### src/rtl/magic_wdt_pkg.sv
package magic_wdt_pkg;

   localparam logic [7:0] OFS_SOFT  = 8'h00;
   localparam logic [7:0] OFS_CFG   = 8'h04;
   localparam logic [7:0] OFS_KICK1 = 8'h08;
   localparam logic [7:0] OFS_KICK2 = 8'h0C;

   localparam logic [31:0] KICK1_WORD = 32'hABCD_1234;
   localparam logic [31:0] KICK2_WORD = 32'h4321_DCBA;

   typedef enum logic [2:0] {
      CAUSE_POWER  = 3'd0,
      CAUSE_EXPIRE = 3'd1,
      CAUSE_BADREF = 3'd2,
      CAUSE_SOFT   = 3'd3,
      CAUSE_USER   = 3'd4
   } cause_e;

endpackage

### src/rtl/magic_wdt_regs.sv
module magic_wdt_regs
   import magic_wdt_pkg::*;
#(
   parameter int ADDR_W      = 4,
   parameter int DATA_W      = 32,
   parameter int DELAY_W     = 5,
   parameter int RESET_DELAY = 31
) (
   input  logic               clk,
   input  logic               rst_n,
   input  logic               frozen,
   input  logic               evt,
   input  logic               bus_wr,
   input  logic [ADDR_W-1:0]  bus_addr,
   input  logic [DATA_W-1:0]  bus_wdata,
   input  logic [2:0]         cause_q,
   output logic [DATA_W-1:0]  bus_rdata,
   output logic               cfg_en,
   output logic [DELAY_W-1:0] cfg_delay,
   output logic               arm_req,
   output logic [DELAY_W-1:0] arm_delay,
   output logic               refresh_ok,
   output logic               bad_tickle,
   output logic               soft_req
);

   localparam int EN_BIT = DATA_W - 1;
   localparam logic [DELAY_W-1:0] DEF_DELAY = DELAY_W'(RESET_DELAY);

   logic hit_soft, hit_cfg, hit_k1, hit_k2;
   logic pending_q;

   always_comb begin
      hit_soft = bus_wr && !frozen && (bus_addr == ADDR_W'(OFS_SOFT));
      hit_cfg  = bus_wr && !frozen && (bus_addr == ADDR_W'(OFS_CFG));
      hit_k1   = bus_wr && !frozen && (bus_addr == ADDR_W'(OFS_KICK1));
      hit_k2   = bus_wr && !frozen && (bus_addr == ADDR_W'(OFS_KICK2));
   end

   assign soft_req   = hit_soft && bus_wdata[0];
   assign refresh_ok = hit_k2 && pending_q && (bus_wdata == KICK2_WORD);
   assign bad_tickle = (hit_k1 && (bus_wdata != KICK1_WORD))
                    || (hit_k2 && !(pending_q && (bus_wdata == KICK2_WORD)));
   assign arm_req    = hit_cfg && bus_wdata[EN_BIT];
   assign arm_delay  = bus_wdata[DELAY_W-1:0];

   always_ff @(posedge clk or negedge rst_n) begin
      if (!rst_n) begin
         pending_q <= 1'b0;
      end else if (evt) begin
         pending_q <= 1'b0;
      end else if (hit_k1) begin
         pending_q <= (bus_wdata == KICK1_WORD);
      end else if (hit_k2) begin
         pending_q <= 1'b0;
      end
   end

   always_ff @(posedge clk or negedge rst_n) begin
      if (!rst_n) begin
         cfg_en    <= 1'b0;
         cfg_delay <= DEF_DELAY;
      end else if (evt) begin
         cfg_en    <= 1'b0;
         cfg_delay <= DEF_DELAY;
      end else if (hit_cfg) begin
         cfg_en    <= bus_wdata[EN_BIT];
         cfg_delay <= bus_wdata[DELAY_W-1:0];
      end
   end

   always_comb begin
      bus_rdata = '0;
      if (bus_addr == ADDR_W'(OFS_CFG)) begin
         bus_rdata[EN_BIT]        = cfg_en;
         bus_rdata[DELAY_W-1:0]   = cfg_delay;
      end else if (bus_addr == ADDR_W'(OFS_KICK1)) begin
         bus_rdata[2:0] = cause_q;
      end
   end

endmodule

### src/rtl/magic_wdt_counter.sv
module magic_wdt_counter #(
   parameter int DELAY_W     = 5,
   parameter int RESET_DELAY = 31,
   parameter int CNT_W       = (1 << DELAY_W) + 1
) (
   input  logic               clk,
   input  logic               rst_n,
   input  logic               frozen,
   input  logic               evt,
   input  logic               tick,
   input  logic               cfg_en,
   input  logic [DELAY_W-1:0] cfg_delay,
   input  logic               arm_req,
   input  logic [DELAY_W-1:0] arm_delay,
   input  logic               refresh_ok,
   output logic               armed,
   output logic [CNT_W-1:0]   count,
   output logic               expire
);

   localparam logic [DELAY_W-1:0] DEF_DELAY = DELAY_W'(RESET_DELAY);

   function automatic logic [CNT_W-1:0] span(input logic [DELAY_W-1:0] d);
      logic [CNT_W-1:0] r;
      r = '0;
      for (int i = 0; i < CNT_W; i++) begin
         r[i] = (i == int'(d) + 1);
      end
      return r;
   endfunction

   assign expire = armed && tick && !frozen && !refresh_ok
                && (count == CNT_W'(1));

   always_ff @(posedge clk or negedge rst_n) begin
      if (!rst_n) begin
         armed <= 1'b0;
         count <= span(DEF_DELAY);
      end else if (evt) begin
         armed <= 1'b0;
         count <= span(DEF_DELAY);
      end else if (!frozen) begin
         if (refresh_ok) begin
            count <= span(cfg_delay);
            armed <= cfg_en;
         end else if (arm_req && !armed) begin
            count <= span(arm_delay);
            armed <= 1'b1;
         end else if (armed && tick) begin
            count <= count - 1'b1;
         end
      end
   end

endmodule

### src/rtl/magic_wdt_rstgen.sv
module magic_wdt_rstgen
   import magic_wdt_pkg::*;
#(
   parameter int RST_W = 16,
   parameter int PW    = $clog2(RST_W + 1)
) (
   input  logic       clk,
   input  logic       rst_n,
   input  logic       user_req,
   input  logic       soft_req,
   input  logic       bad_tickle,
   input  logic       expire,
   output logic       evt,
   output logic [2:0] cause_q,
   output logic       busy
);

   cause_e pick, cause_r;

   assign evt = !busy && (user_req || soft_req || bad_tickle || expire);

   always_comb begin
      if (user_req)        pick = CAUSE_USER;
      else if (soft_req)   pick = CAUSE_SOFT;
      else if (bad_tickle) pick = CAUSE_BADREF;
      else                 pick = CAUSE_EXPIRE;
   end

   always_ff @(posedge clk or negedge rst_n) begin
      if (!rst_n)   cause_r <= CAUSE_POWER;
      else if (evt) cause_r <= pick;
   end

   assign cause_q = cause_r;

   if (RST_W == 1) begin : g_single
      logic hit_q;
      always_ff @(posedge clk or negedge rst_n) begin
         if (!rst_n) hit_q <= 1'b0;
         else        hit_q <= evt;
      end
      assign busy = hit_q;
   end else begin : g_multi
      logic [PW-1:0] left_q;
      always_ff @(posedge clk or negedge rst_n) begin
         if (!rst_n)               left_q <= '0;
         else if (evt)             left_q <= PW'(RST_W);
         else if (left_q != '0)    left_q <= left_q - 1'b1;
      end
      assign busy = (left_q != '0);
   end

endmodule

### src/rtl/magic_wdt.sv
module magic_wdt
   import magic_wdt_pkg::*;
#(
   parameter int ADDR_W      = 4,
   parameter int DATA_W      = 32,
   parameter int DELAY_W     = 5,
   parameter int RESET_DELAY = 31,
   parameter int RST_W       = 16,
   parameter int CNT_W       = (1 << DELAY_W) + 1
) (
   input  logic              clk,
   input  logic              rst_n,
   input  logic              wd_tick,
   input  logic              bus_wr,
   input  logic [ADDR_W-1:0] bus_addr,
   input  logic [DATA_W-1:0] bus_wdata,
   output logic [DATA_W-1:0] bus_rdata,
   input  logic              user_rst_req,
   output logic              rst_out
);

   if (DATA_W != 32) begin : g_bad_data
      $error("magic_wdt: DATA_W must be 32");
   end
   if (ADDR_W < 4 || ADDR_W > 8) begin : g_bad_addr
      $error("magic_wdt: ADDR_W must lie in 4..8");
   end
   if (DELAY_W < 1 || DELAY_W > 5) begin : g_bad_delay
      $error("magic_wdt: DELAY_W must lie in 1..5");
   end
   if (RESET_DELAY < 0 || RESET_DELAY >= (1 << DELAY_W)) begin : g_bad_def
      $error("magic_wdt: RESET_DELAY out of range");
   end
   if (RST_W < 1) begin : g_bad_rst
      $error("magic_wdt: RST_W must be at least 1");
   end

   logic               evt_w, busy_w;
   logic [2:0]         cause_w;
   logic               cfg_en_w, arm_req_w, refresh_w, bad_w, soft_w, expire_w;
   logic [DELAY_W-1:0] cfg_delay_w, arm_delay_w;
   logic               armed_w;
   logic [CNT_W-1:0]   count_w;

   magic_wdt_regs #(
      .ADDR_W(ADDR_W), .DATA_W(DATA_W), .DELAY_W(DELAY_W),
      .RESET_DELAY(RESET_DELAY)
   ) u_regs (
      .clk(clk), .rst_n(rst_n), .frozen(busy_w), .evt(evt_w),
      .bus_wr(bus_wr), .bus_addr(bus_addr), .bus_wdata(bus_wdata),
      .cause_q(cause_w), .bus_rdata(bus_rdata),
      .cfg_en(cfg_en_w), .cfg_delay(cfg_delay_w),
      .arm_req(arm_req_w), .arm_delay(arm_delay_w),
      .refresh_ok(refresh_w), .bad_tickle(bad_w), .soft_req(soft_w)
   );

   magic_wdt_counter #(
      .DELAY_W(DELAY_W), .RESET_DELAY(RESET_DELAY), .CNT_W(CNT_W)
   ) u_cnt (
      .clk(clk), .rst_n(rst_n), .frozen(busy_w), .evt(evt_w),
      .tick(wd_tick), .cfg_en(cfg_en_w), .cfg_delay(cfg_delay_w),
      .arm_req(arm_req_w), .arm_delay(arm_delay_w),
      .refresh_ok(refresh_w), .armed(armed_w), .count(count_w),
      .expire(expire_w)
   );

   magic_wdt_rstgen #(
      .RST_W(RST_W)
   ) u_rst (
      .clk(clk), .rst_n(rst_n), .user_req(user_rst_req),
      .soft_req(soft_w), .bad_tickle(bad_w), .expire(expire_w),
      .evt(evt_w), .cause_q(cause_w), .busy(busy_w)
   );

   assign rst_out = busy_w;

endmodule

### config.mk
export PLATFORM = sky130hd
export DESIGN_NAME = magic_wdt
export DESIGN_NICKNAME = d
export VERILOG_FILES = /design/src/rtl/magic_wdt_pkg.sv /design/src/rtl/magic_wdt_regs.sv /design/src/rtl/magic_wdt_counter.sv /design/src/rtl/magic_wdt_rstgen.sv /design/src/rtl/magic_wdt.sv
export SDC_FILE = /design/constraint.sdc
export NUM_CORES = 1
export LEC_CHECK = 0
export ABC_AREA = 1
export BUFFER_PORTS_ARGS = -buffer_cell sky130_fd_sc_hd__buf_2
export CAP_MARGIN = 40
export CORE_MARGIN = 2
export CORE_UTILIZATION = 45
export DETAILED_ROUTE_END_ITERATION = 6
export HOLD_SLACK_MARGIN = 0.05
export PLACE_DENSITY = 0.71
export SLEW_MARGIN = 40
export SYNTH_ARGS = -nofsm -noshare
export SYNTH_HDL_FRONTEND = slang
export SYNTH_SLANG_ARGS = --single-unit
### constraint.sdc
create_clock -name clk -period 2.75 [get_ports clk]
set_input_delay 0.275 -clock clk [delete_from_list [all_inputs] [get_ports clk]]
set_output_delay 0.275 -clock clk [all_outputs]
set_load 0.05 [all_outputs]
Word-level counts from Yosys, hierarchy flattened
Cells that the tools add are included.
{"block": "word_totals", "ff_bits": 49, "latch_bits": 0, "mem_bits_rw": 0, "rom_bits": 0, "in_bits": 41, "memories": 0}
{"block": "op_classes", "addsub": 4, "n_mul": 0, "div": 0, "magnitude_cmp": 0, "n_eq_ne": 72, "n_shift": 0, "n_mux": 25, "bitwise_logic": 0, "reduce_logical": 37}
{"operator": "$eq 6x32->1 const A", "count": 32}
{"operator": "$eq 5x32->1 const A", "count": 16}
{"operator": "$eq 4x32->1 const A", "count": 8}
{"operator": "$mux 33", "count": 5}
{"operator": "$eq 3x32->1 const A", "count": 4}
{"operator": "$eq 2x32->1 const A", "count": 2}
{"operator": "$eq 7x32->1 const A", "count": 2}
{"operator": "$logic_not 32->1", "count": 2}
{"operator": "$eq 33x1->1 const B", "count": 1}
{"operator": "$sub 33x1->33 const B", "count": 1}
{"operator": "$eq 32x31->1 const B", "count": 1}
{"operator": "$eq 32x32->1 const B", "count": 1}
{"operator": "$ne 32x32->1 const B", "count": 1}
{"operator": "$mux 5", "count": 4}
{"operator": "$logic_and 1x1->1", "count": 18}
{"operator": "$add 5x1->6 const B", "count": 2}
{"operator": "$mux 3", "count": 4}
{"operator": "$mux 1", "count": 10}
{"operator": "$eq 4x4->1 const B", "count": 2}
{"operator": "$reduce_bool 3->1", "count": 2}
{"operator": "$reduce_bool 5->1", "count": 1}
{"operator": "$sub 5x1->5 const B", "count": 1}
{"operator": "$eq 4x3->1 const B", "count": 1}
{"operator": "$logic_not 1->1", "count": 4}
{"operator": "7 further kinds", "count": 13}

Longest topological paths before layout
{"block": "logic_depth", "depth_word": 13, "mapped_depth": 16, "ltp_nobuf": 16}

By module
From an unflattened synthesis, not the netlist that was laid out.
{"block": "hier_totals", "hier_cells": 805, "area_unflattened_um2": 4838.4}
{"module": "magic_wdt_counter", "instances": 1, "cells_per_inst": 570, "area_per_inst_um2": 3349.5, "seq_area_each_um2": 852.1}
{"module": "magic_wdt_regs", "instances": 1, "cells_per_inst": 183, "area_per_inst_um2": 1078.5, "seq_area_each_um2": 181.4}
{"module": "magic_wdt_rstgen", "instances": 1, "cells_per_inst": 52, "area_per_inst_um2": 410.4, "seq_area_each_um2": 200.2}

Worst setup path after synthesis
Ideal clock, no wire load.
{"block": "synth_timing", "kind": "register to register", "start": "register u_rst.g_multi.left_q[0]", "end": "register u_cnt.count[30]", "setup_time_ps": 117, "t_arrival_ps": 2140, "setup_slack_ps": 492, "stages_incl_launch_ff": 14, "n_path_buf": 0, "period_less_slack_ps": 2258, "path_cell_list": "dfrtp_1 -> inv_1 -> ha_1 -> inv_1 -> nor2_1 -> nand2_1 -> nor2_1 -> nand2_1 -> nor2_2 -> nor2_1 -> nor2_2 -> nor2_1 -> nand2_1 -> nand2_1"}
{"block": "synth_via", "elab_chain_cells": 13}
{"item": "start: declaration", "line_no": "magic_wdt_rstgen.sv:44", "text": "logic [PW-1:0] left_q;"}
{"item": "start signal: assignment", "line_no": "magic_wdt_rstgen.sv:47", "text": "else if (evt) left_q <= PW'(RST_W);"}
{"item": "start signal: assignment", "line_no": "magic_wdt_rstgen.sv:48", "text": "else if (left_q != '0) left_q <= left_q - 1'b1;"}
{"item": "$reduce_bool 5->1 (*)", "line_no": "magic_wdt_rstgen.sv:50", "text": "assign busy = (left_q != '0);"}
{"item": "via rst_out", "line_no": "magic_wdt.sv:19", "text": "output logic rst_out"}
{"item": "$logic_not 1->1"}
{"item": "$logic_and 1x1->1"}
{"item": "$logic_and 1x1->1", "line_no": "magic_wdt_regs.sv:37", "text": "hit_k2 = bus_wr && !frozen && (bus_addr == ADDR_W'(OFS_KICK2));"}
{"item": "$logic_and 1x1->1 (2 in series)", "line_no": "magic_wdt_regs.sv:41", "text": "assign refresh_ok = hit_k2 && pending_q && (bus_wdata == KICK2_WORD);"}
{"item": "$logic_not 1->1", "line_no": "magic_wdt_counter.sv:32", "text": "assign expire = armed && tick && !frozen && !refresh_ok"}
{"item": "$logic_and 1x1->1", "line_no": "magic_wdt_counter.sv:32"}
{"item": "$logic_and 1x1->1", "line_no": "magic_wdt_counter.sv:33", "text": "&& (count == CNT_W'(1));"}
{"item": "$logic_or 1x1->1", "line_no": "magic_wdt_rstgen.sv:20", "text": "assign evt = !busy && (user_req || soft_req || bad_tickle || expire);"}
{"item": "$logic_and 1x1->1", "line_no": "magic_wdt_rstgen.sv:20"}
{"item": "$ne 2x2->1 (no source line) or $reduce_bool 4->1 (tied branches)"}
{"item": "$reduce_and 2->1 (no source line)"}
{"item": "end signal: assignment", "line_no": "magic_wdt_counter.sv:44", "text": "count <= span(cfg_delay);"}
{"item": "end signal: assignment", "line_no": "magic_wdt_counter.sv:47", "text": "count <= span(arm_delay);"}
{"item": "end signal: assignment", "line_no": "magic_wdt_counter.sv:50", "text": "count <= count - 1'b1;"}
{"item": "end: declaration", "line_no": "magic_wdt_counter.sv:17", "text": "output logic [CNT_W-1:0] count,"}
The timed path passes the listed nets; every way through them passes the cells marked *. The select of a mux whose other input is x is not followed.
A chain may end at the register's enable or synchronous reset.

Worst setup path in the final report
{"block": "layout_timing", "start": "register u_rst.g_multi.left_q[0]", "end": "register u_cnt.count[14]"}
{"block": "layout_via", "elab_chain_cells": 13}
{"item": "$reduce_bool 5->1 (*)", "line_no": "magic_wdt_rstgen.sv:50"}
{"item": "$logic_not 1->1"}
{"item": "$logic_and 1x1->1"}
{"item": "$logic_and 1x1->1", "line_no": "magic_wdt_regs.sv:37"}
{"item": "$logic_and 1x1->1 (2 in series)", "line_no": "magic_wdt_regs.sv:41"}
{"item": "$logic_not 1->1", "line_no": "magic_wdt_counter.sv:32"}
{"item": "$logic_and 1x1->1", "line_no": "magic_wdt_counter.sv:32"}
{"item": "$logic_and 1x1->1", "line_no": "magic_wdt_counter.sv:33"}
{"item": "$logic_or 1x1->1", "line_no": "magic_wdt_rstgen.sv:20"}
{"item": "$logic_and 1x1->1", "line_no": "magic_wdt_rstgen.sv:20"}
{"item": "$ne 2x2->1 (no source line) or $reduce_bool 4->1 (tied branches)"}
{"item": "$reduce_and 2->1 (no source line)"}
Mark *: on every way between the ends. The rest lies on a longest branch, timed or not. The select of a mux whose other input is x is not followed.

==> run summary <==
status: completed
Distinct cells, synth: 36
dpl cell area: 5479 µm²
Nets: 968
top post-synthesis cells by area: dfrtp_1 (21%), nand2_1 (17%), nor2_1 (12%), nand4_1 (7.8%), inv_1 (6.0%)
Diodes inserted: 0
wire per inst: 16.10 µm
via count of the first global-routing pass: 5466
Synth top area share: 20.61%
cts bufs inserted: 5
unrepaired setup endpoints after global routing: no
Clock Latency Late Sink: 0.30 ns
core area: 11370 µm²
mux contribution to synthesized area: 0%
Warnings, synthesis: 0
FF+latch count, synth: 49
Crit Path Class: reg2reg
# Max-Cap Violations: 0
global-route wire length before repair: 27560 µm
Final setup viols: 0
Die Height: 111.7 µm
Max Fclk: 0.3962 GHz
dpl hpwl: 13330 µm
sequential area share after synthesis: 23.63%
max-slew violations: 0
clk sinks: 49
CP Max Fanout: 16
DIE WIDTH: 111.7 µm
router iterations before antenna repair: 6
DR WL met2: 7493 µm
via/cell ratio: 5.576
Startpoint Class: register
gr usage total: 27.35%
crit path max-delay cell type: nand3_1
setup slack, reg-to-reg: 0.23 ns
initial antenna violation count: 0
Starting Density: 45.91%
global placer's final weighted congestion: 0.9786
row count: 39
worst vdd ir: 0.5170 mV
root buffer cell: clkbuf_16
most numerous cell in the Yosys netlist: nand2_1
Syn Area/Cell: 5.865 µm²
Final min period: 2.524 ns
worst clock skew: 0.01159 ns
GRT Residual Overflow: 0
pwr/cell area: 867.4 nW/µm²
highest metal used: met4
share of cells above drive strength 1: 11.26%
beginning of the worst register-to-register path: u_rst.g_multi.left_q[0]
Finished Cell Area: 5637 µm²
P&R area growth vs syn: 7.982%
Final Hold Fails: 0
Simple-Gate Fraction of Synth Area: 47.60%
area leader, netlist: dfrtp_1
Post-Synth Adder-Cell Area: 0.9588%
Initial DRC Count: 696
Die ar.: 12480 µm²
Max Root-Sink Buffers: 2
Power, Total: 4.889 mW
crit path capture type: register
Post-CTS Setup Bufs: 0
Min Hold Slack: 0.07246 ns
Primary FF master, synth: dfrtp_1
Synth async-reset ratio: 100.0%
number of synthesized flops with an enable pin: 0
largest net degree at the start of global routing: 50
met1 WL: 7386 µm
Hold Path Class: in2async
post_cts resized: 0
total wire length: 17180 µm
critical path required time: 2.98 ns
Worst-path clk slew: 0.07 ns
# IOs: 74
Post-CTS Hold Buffers: 0
total number of vias: 5950
leakage: 3.004 nW
CP Cell Sequence: inv_1 > ha_1 > inv_1 > nor2_1 > nand3_2 > nor3_1 > nand3_1 > nand2_1 > buf_4 > o211ai_1 > nand2_1
CP max stage delay: 0.44 ns
Compound-Gate Fraction of Synth Area: 12.30%
xor and xnor area share after synthesis: 1.007%
CP delay by family, top: simple AND/OR/NAND/NOR gates
Bufs and invs on worst path: 3
Syn Inst Count: 890
CTS tree: built
Final period util: 91.78%
Final Util: 49.58%
Detail Route Antenna Nets: 0
Residual DRC: 0
final setup TNS: 0 ns
Worst Setup SP: u_rst.g_multi.left_q[0]
cell area after synthesis: 5220 µm²
Post-synth top cells: nand2_1 (234), nor2_1 (171), inv_1 (83)
CP arrival: 2.76 ns
Rel. slew slack: 56.53%
actual slew at the worst max-slew pin: 0.6521 ns
H-tree depth: 2
main combinational cell family by area after synthesis: simple AND/OR/NAND/NOR gates
# port buffers: 47
met3 WL: 1378 µm
path summary, 6_finish.rpt:
| kind | cells past startpoint | endpoint |
|---|---|---|
| setup / recovery | 11 | u_cnt.count[14] |
| hold / removal | 2 | u_cnt.count[9] |
| setup reg to reg | 11 | u_cnt.count[14] |
| hold reg to reg | 1 | u_rst.g_multi.left_q[3] |
| max in group asynchronous | 2 | u_regs.cfg_en |
| min in group clk | 3 | u_rst.cause_q[2] |
cells in the final DEF, fill, tap and decap left out:
cell	n
clkinv_2	2
dfstp_2	6
o21ai_0	46
buf_2	47
nand3b_1	3
nand3_4	1
nand2_2	2
a31oi_1	3
clkinv_1	4
or2_2	2
inv_2	4
clkbuf_16	5
nand3_2	4
buf_12	2
nor2_2	8
o21ai_4	1
nor2_1	169
nand3_1	55
dfrtp_1	43
ha_1	4
inv_1	83
conb_1	26
nand4_1	65
o211ai_1	28
nor3_1	21
xor2_1	3
xnor2_1	3
a31o_2	1
nor2_4	2
o22ai_1	4
buf_4	15
and2_1	2
a21oi_1	19
nand2_1	234
clkbuf_8	2
o21bai_1	5
power by group:
group	internal [mW]	switching, mW
combinational	0.993	2.06
clock	0.386	0.277
sequential	0.931	0.244
registers in the layout (all words and copies together) (netlist names):
| register | cells |
|---|---|
| u_rst.cause_q | 3 |
| u_regs.cfg_delay | 5 |
| u_regs.cfg_en | 1 |
| u_cnt.count | 33 |
| u_rst.g_multi.left_q | 5 |
| u_regs.pending_q | 1 |
| u_cnt.armed | 1 |
layer usage:
layer | up-vias | global-route usage, %
met2 | 270 | 41.45
met3 | 66 | 4.409
met4 | 0 | 13.99
li1 | 2935 | -
met5 | - | 0
met1 | 2679 | 37.64
cells by family after synthesis:
kind of cell             Yosys count
flip-flops                        49
other                              1
AND/OR/NAND/NOR                  568
XOR/XNOR                           6
buffers and inverters            155
adder cells (fa/ha/maj)            4
AO/OA/AOI/OAI                    107
stage by stage:
stage / setup WS [ns] / std cells
after floorplan: 0.4925 / 915
after global placement: 0.3803 / 1059
after detailed placement: 0.3247 / 1059
after CTS: 0.3040 / 1067
after global routing: 0.02199 / 1067
final: 0.2261 / 1067
cell type report:
cell class | instances | area (µm²)
clock buffer | 7 | 152.6
tap | 143 | 178.9
multi-input combinational | 711 | 3332
fill | 1245 | 5733
inverter | 92 | 346.6
sequential | 49 | 1234
timing repair buffer | 64 | 387.9
clock inverter | 1 | 5.005
Note: power is estimated with default switching activity, not from simulation.
